==> config.mk <==
export PLATFORM = sky130hd
export DESIGN_NAME = ppd_nibble_rx
export DESIGN_NICKNAME = d
export VERILOG_FILES = /design/src/rtl/ppd_pkg.sv /design/src/rtl/ppd_edge_sync.sv /design/src/rtl/ppd_interval_timer.sv /design/src/rtl/ppd_classifier.sv /design/src/rtl/ppd_nibble_rx.sv
export SDC_FILE = /design/constraint.sdc
export NUM_CORES = 1
export LEC_CHECK = 0
export ABC_AREA = 1
export BUFFER_PORTS_ARGS = -buffer_cell sky130_fd_sc_hd__buf_2
export CORE_ASPECT_RATIO = 1.25
export CORE_UTILIZATION = 44
export DETAILED_ROUTE_END_ITERATION = 6
export SLEW_MARGIN = 0
export SYNTH_ARGS = -nofsm -noshare
export SYNTH_HDL_FRONTEND = slang
export SYNTH_SLANG_ARGS = --single-unit
==> constraint.sdc <==
create_clock -name clk -period 3.6 [get_ports clk]
set_clock_uncertainty 0.15 [all_clocks]
set_input_delay 0.18 -clock clk [delete_from_list [all_inputs] [get_ports clk]]
set_output_delay 0.18 -clock clk [all_outputs]
set_load 0.01 [all_outputs]
==> src/rtl/ppd_pkg.sv <==
package ppd_pkg;

    // Decoder phases
    typedef enum logic [2:0] {
        PPD_IDLE,   // waiting for arm
        PPD_HUNT,   // counting consecutive long gaps
        PPD_LOCK,   // preamble seen, next short-gap edge opens a cycle
        PPD_DATA,   // cycle open, waiting for the data edge
        PPD_WAIT    // value taken, waiting for the next cycle start
    } ppd_state_e;

endpackage

==> src/rtl/ppd_edge_sync.sv <==
module ppd_edge_sync #(
    parameter int STAGES = 2
) (
    input  logic clk,
    input  logic rst_n,
    input  logic din,
    output logic fall
);

    // sh[0..STAGES-1] are the synchroniser, sh[STAGES] holds the previous sample
    logic [STAGES:0] sh_d, sh_q;

    assign sh_d[0] = din;
    for (genvar i = 1; i <= STAGES; i++) begin : g_stage
        assign sh_d[i] = sh_q[i-1];
    end

    always_ff @(posedge clk) begin
        if (!rst_n) sh_q <= '1;
        else        sh_q <= sh_d;
    end

    assign fall = sh_q[STAGES] & ~sh_q[STAGES-1];

endmodule

==> src/rtl/ppd_interval_timer.sv <==
module ppd_interval_timer #(
    parameter int CNT_W = 6
) (
    input  logic             clk,
    input  logic             rst_n,
    input  logic             restart,
    output logic [CNT_W-1:0] count
);

    localparam logic [CNT_W-1:0] TOP  = '1;
    // Restart value: the tick of the restarting edge is already counted,
    // so the next edge reads the number of ticks elapsed.
    localparam logic [CNT_W-1:0] BASE = CNT_W'(1);

    logic [CNT_W-1:0] count_d, count_q;

    always_comb begin
        count_d = count_q;
        if (restart)             count_d = BASE;
        else if (count_q != TOP) count_d = count_q + CNT_W'(1);
    end

    always_ff @(posedge clk) begin
        if (!rst_n) count_q <= TOP;
        else        count_q <= count_d;
    end

    assign count = count_q;

endmodule

==> src/rtl/ppd_classifier.sv <==
module ppd_classifier
    import ppd_pkg::*;
#(
    parameter int CNT_W     = 6,
    parameter int VAL_W     = 4,
    parameter int WIN_LO    = 32,
    parameter int WIN_HI    = 47,
    parameter int GAP_MIN   = 32,
    parameter int SYNC_MIN  = 56,
    parameter int SYNC_RUNS = 2
) (
    input  logic             clk,
    input  logic             rst_n,
    input  logic             arm,
    input  logic             fall,
    input  logic [CNT_W-1:0] count,
    output logic             restart,
    output logic             nib_valid,
    output logic [VAL_W-1:0] nib_value,
    output logic             sync_flag,
    output logic             err_flag
);

    localparam int RUN_W = $clog2(SYNC_RUNS + 1);
    localparam logic [CNT_W-1:0] WIN_LO_C   = CNT_W'(WIN_LO);
    localparam logic [CNT_W-1:0] WIN_HI_C   = CNT_W'(WIN_HI);
    localparam logic [CNT_W-1:0] GAP_MIN_C  = CNT_W'(GAP_MIN);
    localparam logic [CNT_W-1:0] SYNC_MIN_C = CNT_W'(SYNC_MIN);
    localparam logic [RUN_W-1:0] RUN_LAST   = RUN_W'(SYNC_RUNS - 1);

    typedef struct packed {
        ppd_state_e       state;
        logic [RUN_W-1:0] run;
        logic             valid;
        logic [VAL_W-1:0] nib;
        logic             sync;
        logic             err;
    } cls_t;

    cls_t r_d, r_q;
    logic long_gap, in_window;

    always_comb begin
        r_d       = r_q;
        r_d.valid = 1'b0;
        r_d.sync  = 1'b0;
        r_d.err   = 1'b0;
        restart   = 1'b0;
        long_gap  = (count >= SYNC_MIN_C);
        in_window = (count >= WIN_LO_C) && (count <= WIN_HI_C);

        if (arm) begin
            r_d.state = PPD_HUNT;
            r_d.run   = '0;
            restart   = 1'b1;
        end else begin
            unique case (r_q.state)
                PPD_IDLE: ;
                PPD_HUNT: begin
                    if (fall) begin
                        restart = 1'b1;
                        if (long_gap) begin
                            r_d.sync = 1'b1;
                            if (r_q.run == RUN_LAST) begin
                                r_d.state = PPD_LOCK;
                                r_d.run   = '0;
                            end else begin
                                r_d.run = r_q.run + RUN_W'(1);
                            end
                        end else begin
                            r_d.run = '0;
                        end
                    end
                end
                PPD_LOCK: begin
                    if (fall) begin
                        restart = 1'b1;
                        if (long_gap) r_d.sync  = 1'b1;
                        else          r_d.state = PPD_DATA;
                    end
                end
                PPD_DATA: begin
                    if (fall && in_window) begin
                        restart   = 1'b1;
                        r_d.valid = 1'b1;
                        r_d.nib   = VAL_W'(count - WIN_LO_C);
                        r_d.state = PPD_WAIT;
                    end else if (fall || count > WIN_HI_C) begin
                        restart   = 1'b1;
                        r_d.err   = 1'b1;
                        r_d.state = PPD_HUNT;
                        r_d.run   = '0;
                    end
                end
                PPD_WAIT: begin
                    if (fall) begin
                        restart = 1'b1;
                        if (count < GAP_MIN_C) begin
                            r_d.err   = 1'b1;
                            r_d.state = PPD_HUNT;
                            r_d.run   = '0;
                        end else begin
                            r_d.state = PPD_DATA;
                        end
                    end
                end
                default: r_d.state = PPD_IDLE;
            endcase
        end
    end

    always_ff @(posedge clk) begin
        if (!rst_n) begin
            r_q.state <= PPD_IDLE;
            r_q.run   <= '0;
            r_q.valid <= 1'b0;
            r_q.nib   <= '0;
            r_q.sync  <= 1'b0;
            r_q.err   <= 1'b0;
        end else begin
            r_q <= r_d;
        end
    end

    assign nib_valid = r_q.valid;
    assign nib_value = r_q.nib;
    assign sync_flag = r_q.sync;
    assign err_flag  = r_q.err;

endmodule

==> src/rtl/ppd_nibble_rx.sv <==
module ppd_nibble_rx #(
    parameter int SYNC_STAGES    = 2,
    parameter int TICKS_PER_US   = 16,
    parameter int CNT_W          = 6,
    parameter int WIN_START_US   = 2,
    parameter int SYNC_MIN_TICKS = 56,
    parameter int SYNC_RUNS      = 2
) (
    input  logic                            clk,
    input  logic                            rst_n,
    input  logic                            rd_line,
    input  logic                            arm,
    output logic                            nib_valid,
    output logic [$clog2(TICKS_PER_US)-1:0] nib_value,
    output logic                            sync_flag,
    output logic                            err_flag
);

    localparam int VAL_W   = $clog2(TICKS_PER_US);
    localparam int WIN_LO  = WIN_START_US * TICKS_PER_US;
    localparam int WIN_HI  = WIN_LO + TICKS_PER_US - 1;
    localparam int GAP_MIN = WIN_LO;

    logic             fall_w;
    logic             restart_w;
    logic [CNT_W-1:0] cnt_w;

    ppd_edge_sync #(
        .STAGES (SYNC_STAGES)
    ) u_sync (
        .clk   (clk),
        .rst_n (rst_n),
        .din   (rd_line),
        .fall  (fall_w)
    );

    ppd_interval_timer #(
        .CNT_W (CNT_W)
    ) u_timer (
        .clk     (clk),
        .rst_n   (rst_n),
        .restart (restart_w),
        .count   (cnt_w)
    );

    ppd_classifier #(
        .CNT_W     (CNT_W),
        .VAL_W     (VAL_W),
        .WIN_LO    (WIN_LO),
        .WIN_HI    (WIN_HI),
        .GAP_MIN   (GAP_MIN),
        .SYNC_MIN  (SYNC_MIN_TICKS),
        .SYNC_RUNS (SYNC_RUNS)
    ) u_cls (
        .clk       (clk),
        .rst_n     (rst_n),
        .arm       (arm),
        .fall      (fall_w),
        .count     (cnt_w),
        .restart   (restart_w),
        .nib_valid (nib_valid),
        .nib_value (nib_value),
        .sync_flag (sync_flag),
        .err_flag  (err_flag)
    );

endmodule

After elaboration in Yosys (flattened, before gate mapping)
Cells that the tools add are included.
W data, S select, Z words.
{"block": "word_totals", "reg_bits": 21, "in_bits": 4, "out_inout_bits": 7, "elab_cells": 95}
{"block": "op_classes", "n_addsub": 3, "order_cmp": 5, "n_eq_ne": 24, "n_mux": 29, "bitwise_logic": 8, "reduce_logical": 16}
{"op": "$mux W5", "n": 4}
{"op": "$mux W3", "n": 6}
{"op": "$reduce_and A8 Y1", "n": 2}
{"op": "$ne A3 B2 Y1 const B", "n": 5}
{"op": "$pmux W3 S5", "n": 1}
{"op": "$ne A2 B1 Y1 const B", "n": 7}
{"op": "$ge A6 B6 Y1 const B", "n": 2}
{"op": "$mux W6", "n": 2}
{"op": "$mux W2", "n": 5}
{"op": "$mux W1", "n": 8}
{"op": "$not A1 Y1", "n": 7}
{"op": "$add A6 B1 Y6 const B", "n": 1}
{"op": "$eq A3 B2 Y1 const B", "n": 2}
{"op": "$gt A6 B6 Y1 const B", "n": 1}
{"op": "$le A6 B6 Y1 const B", "n": 1}
{"op": "$lt A6 B6 Y1 const B", "n": 1}
{"op": "$ne A2 B2 Y1 const B", "n": 3}
{"op": "$ne A6 B6 Y1 const B", "n": 1}
{"op": "$pmux W2 S3", "n": 1}
{"op": "$reduce_and A6 Y1", "n": 1}
{"op": "$reduce_or A2 Y1", "n": 3}
{"op": "$reduce_or A3 Y1", "n": 2}
{"op": "$ne A4 B2 Y1 const B", "n": 1}
{"op": "$pmux W1 S2", "n": 2}
{"op": "other kinds (15)", "n": 16}

Depth between registers and ports, before layout
{"block": "depth", "ltp_word": 8, "mapped_depth": 9, "ltp_nobuf": 9}

Cells and area by module
A second synthesis with hierarchy kept.
{"block": "hier_totals", "cells_unflattened": 157, "area_unflattened_um2": 1086.0}
{"mod": "ppd_classifier", "n_inst": 1, "cells_each": 102, "area_each_um2": 664.4, "seq_area_each_um2": 240.2}
{"mod": "ppd_interval_timer", "n_inst": 1, "cells_each": 44, "area_each_um2": 331.6, "seq_area_each_um2": 120.1}
{"mod": "ppd_edge_sync", "n_inst": 1, "cells_each": 11, "area_each_um2": 90.1, "seq_area_each_um2": 60.1}

Worst setup path after synthesis
OpenSTA, ideal clock, no wires.
{"block": "synth_path", "path_type": "register to register", "from": "register u_cls.r_q[9] in the netlist's numbering", "to": "register u_cls.r_q (netlist bit u_cls.nib_value[2])", "setup_ns": 0.116, "t_arrival_ns": 1.099, "required_time_ns": 3.334, "path_slack_ns": 2.236, "path_stages_with_launch": 8, "n_path_buf": 0, "period_less_slack_ns": 1.364, "cell_sequence": "dfxtp_1 nand3_2 inv_2 nand4_4 nor2_4 inv_1 nor2_1 nor2_1"}
{"block": "synth_between", "elab_chain_len": 2}
{"element": "start: declaration", "line": "ppd_classifier.sv:40", "rtl": "cls_t r_d, r_q;"}
{"element": "start signal: assignment", "line": "ppd_classifier.sv:121", "rtl": "r_q <= r_d;"}
{"element": "$eq A3 B2 Y1", "line": "ppd_classifier.sv:57", "rtl": "unique case (r_q.state)"}
{"element": "$reduce_and A3 Y1 (no line)"}
Every way passes these cells.
A chain may end at the register's enable or synchronous reset.

Final worst setup path
{"block": "layout_path", "from": "input rst_n", "to": "register u_cls.r_q (netlist bit u_cls.sync_flag)"}
{"block": "layout_between", "elab_chain_len": 2}
{"element": "start: declaration", "line": "ppd_nibble_rx.sv:10", "rtl": "input logic rst_n,"}
{"element": "$not A1 Y1 (no line)"}
{"element": "$reduce_or A4 Y1 (no line)"}
Every way passes these cells.

==> run metrics <==
Final Wtd Congestion 1.02; CTS tree done; Area Overhead vs Synth 8.99%; top cell type's share of synthesized area 36.8%; Post-Syn Instances 169; H-tree lvl count 1; maxcap violations 0; Setup TNS 0 ns; run status finished clean; sequential element share of the synthesized area 36.8%; DRT iter0 DRCs 35; Worst Tran Pin Value 0.367 ns; multi-input logic area 596 µm²; Final nets 187; Synth Area in XOR/XNOR 0%; final hold viol count 0; CTS Buf Count 3; Leak 0.000622 µW; most frequent cells in the layout nand2_1, nor2_1, dfxtp_1, inv_1, a21oi_1; Sequential Area 420 µm²; worst hold path type in2reg; first-pass GRT wire length 4210 µm; mux cell area share after synthesis 0%; highest clock rate 0.603 GHz; simple-gate share of the synthesized area 37.3%; Post-Route WL 2530 µm; distinct cell type count after synthesis 25; PwrDens 367 nW/µm²; Mean Syn Cell Area 6.75 µm²; clock-pin transition on the worst setup and hold timing paths 0.11 ns; area leader, netlist dfxtp_1; fillers 285; largest family of logic cells by synthesized area simple AND/OR/NAND/NOR gates; Worst slew margin 75.4%; Hold Buf Count CTS 2; Final period util 46.1%; Netlist Area Pre-Place 1140 µm²; Compound-Gate Fraction of Synth Area 12.7%; grt total ovfl 0; DRC viols 0; clk buf depth 2; clock sinks 21; Tot Pwr 457 µW; Setup Buffers After CTS 0; Post-Syn Nets 175; Critical Path Fanout Max 11; Post-DRT Antenna Nets 0; min cycle time layout 1.66 ns; WP data required 3.67 ns; flops & latches, synth 21; Worst VDD drop 0.000220 V; ant diodes 0; root buf cell clkbuf_4; Port Buffers 10; synth top area cells dfxtp_1, nand2_1, nor2_1; critical path class in2reg; Slew Limit Fails 0; commonest non-fill, non-tap cell in the layout nand2_1; layout cell share with drive strength beyond 1 16.7%; Die Wd 47.6 µm; Ys Warns 0; CP Launch Type primary input; CP Capture Type register; GRT Total Usage 20.9%; initial antenna violation count 0; core box area 2450 µm²; # setup viols final 0; vias in the first global route 1,055; Clock Latency Late Sink 0.30 ns; pin count of the biggest net entering global routing 12; vias 1,093; Initial Util 46.5%; die height 58.9 µm; wire length per cell 11.9 µm; Post-DP HPWL 1960 µm; num rows 20; num ports 11; Synth Area in Adders 2.19%; CTS resizes 0; RSZ-0062 raised after global routing no; Pre-antenna DRT Iters 4; die footprint 2800 µm²; DR vias/cell 5.13; worst endpoint data arrival time 1.72 ns
[power breakdown]
| group | leakage (µW) | internal, µW | switching, µW |
|---|---|---|---|
| registers | 0.000172 | 243 | 12.6 |
| clock network | 0.0000150 | 43.1 | 68.8 |
| logic | 0.000435 | 30.6 | 58.9 |
| total | 0.000622 | 316 | 140 |
[routing by layer]
metal	track usage [%]	vias to the layer above	routed length, µm
met1	22.6	492	1050
met5	0	-	0
met4	11.1	0	34
li1	-	565	-
met3	1.84	4	101
met2	38.0	32	1340
[registers in the layout (all words and copies together) (netlist names)]
register / count
u_cls.nib_value: 4
u_sync.sh_q: 3
u_cls.r_q: 5
u_cls.sync_flag: 1
u_cls.nib_valid: 1
u_timer.count: 6
u_cls.err_flag: 1
[stage by stage]
| step | instances | instance area [µm²] | hold WS (ns) | util, % | worst slack (ns) |
|---|---|---|---|---|---|
| floorplan | 169 | 1140 | 0.137 | - | 2.24 |
| global placement | 207 | 1200 | 0.219 | 48.8 | 2.03 |
| detailed placement | 207 | 1200 | 0.222 | 48.8 | 2.01 |
| CTS | 213 | 1240 | 0.0885 | 50.7 | 1.97 |
| global route | 213 | 1240 | 0.121 | 50.7 | 1.83 |
| finish | 213 | 1240 | 0.102 | 50.7 | 1.94 |
[kinds of logic (layout without fill, tap and decap cells)]
logic type / after synthesis / count (layout)
compound gates: 27 / 27
fa+ha+maj: 2 / 2
buf+inv: 29 / 40
flops: 21 / 21
simple gates: 90 / 90
[critical path, cell delays in order]
cell	delay, ns
dlygate4sd3_1	0.54
buf_2	0.23
inv_1	0.14
nor2_1	0.24
inv_1	0.14
nor4_1	0.25
[cell type report]
type,count,area share [%]
tap,33,3.32
inverter,24,7.24
multi-input combinational,119,47.9
clock buffer,4,2.11
sequential,21,33.8
timing repair buffer,12,5.63
[cell usage after synthesis]
master / number
a21oi_1: 12
a21oi_2: 2
and2_1: 1
buf_2: 1
buf_4: 4
dfxtp_1: 21
ha_1: 2
inv_1: 19
inv_2: 5
nand2_1: 37
nand2_2: 2
nand3_1: 9
nand3_2: 2
nand3b_1: 1
nand4_1: 5
nand4_4: 1
nor2_1: 24
nor2_2: 2
nor2_4: 1
nor3_1: 2
nor4_1: 1
o21a_1: 1
o21ai_0: 5
o21ai_1: 7
or2_2: 2
[worst paths after layout]
path	cells past startpoint	slack (ns)	startpoint	end
max	6	1.94	rst_n	u_cls.sync_flag
max reg2reg	9	2.00	u_cls.r_q[10]	u_timer.count[2]
min	4	0.10	arm	u_cls.nib_valid
min reg2reg	1	0.28	u_sync.sh_q[0]	u_sync.sh_q[1]
(Power assumes the default switching activity.)
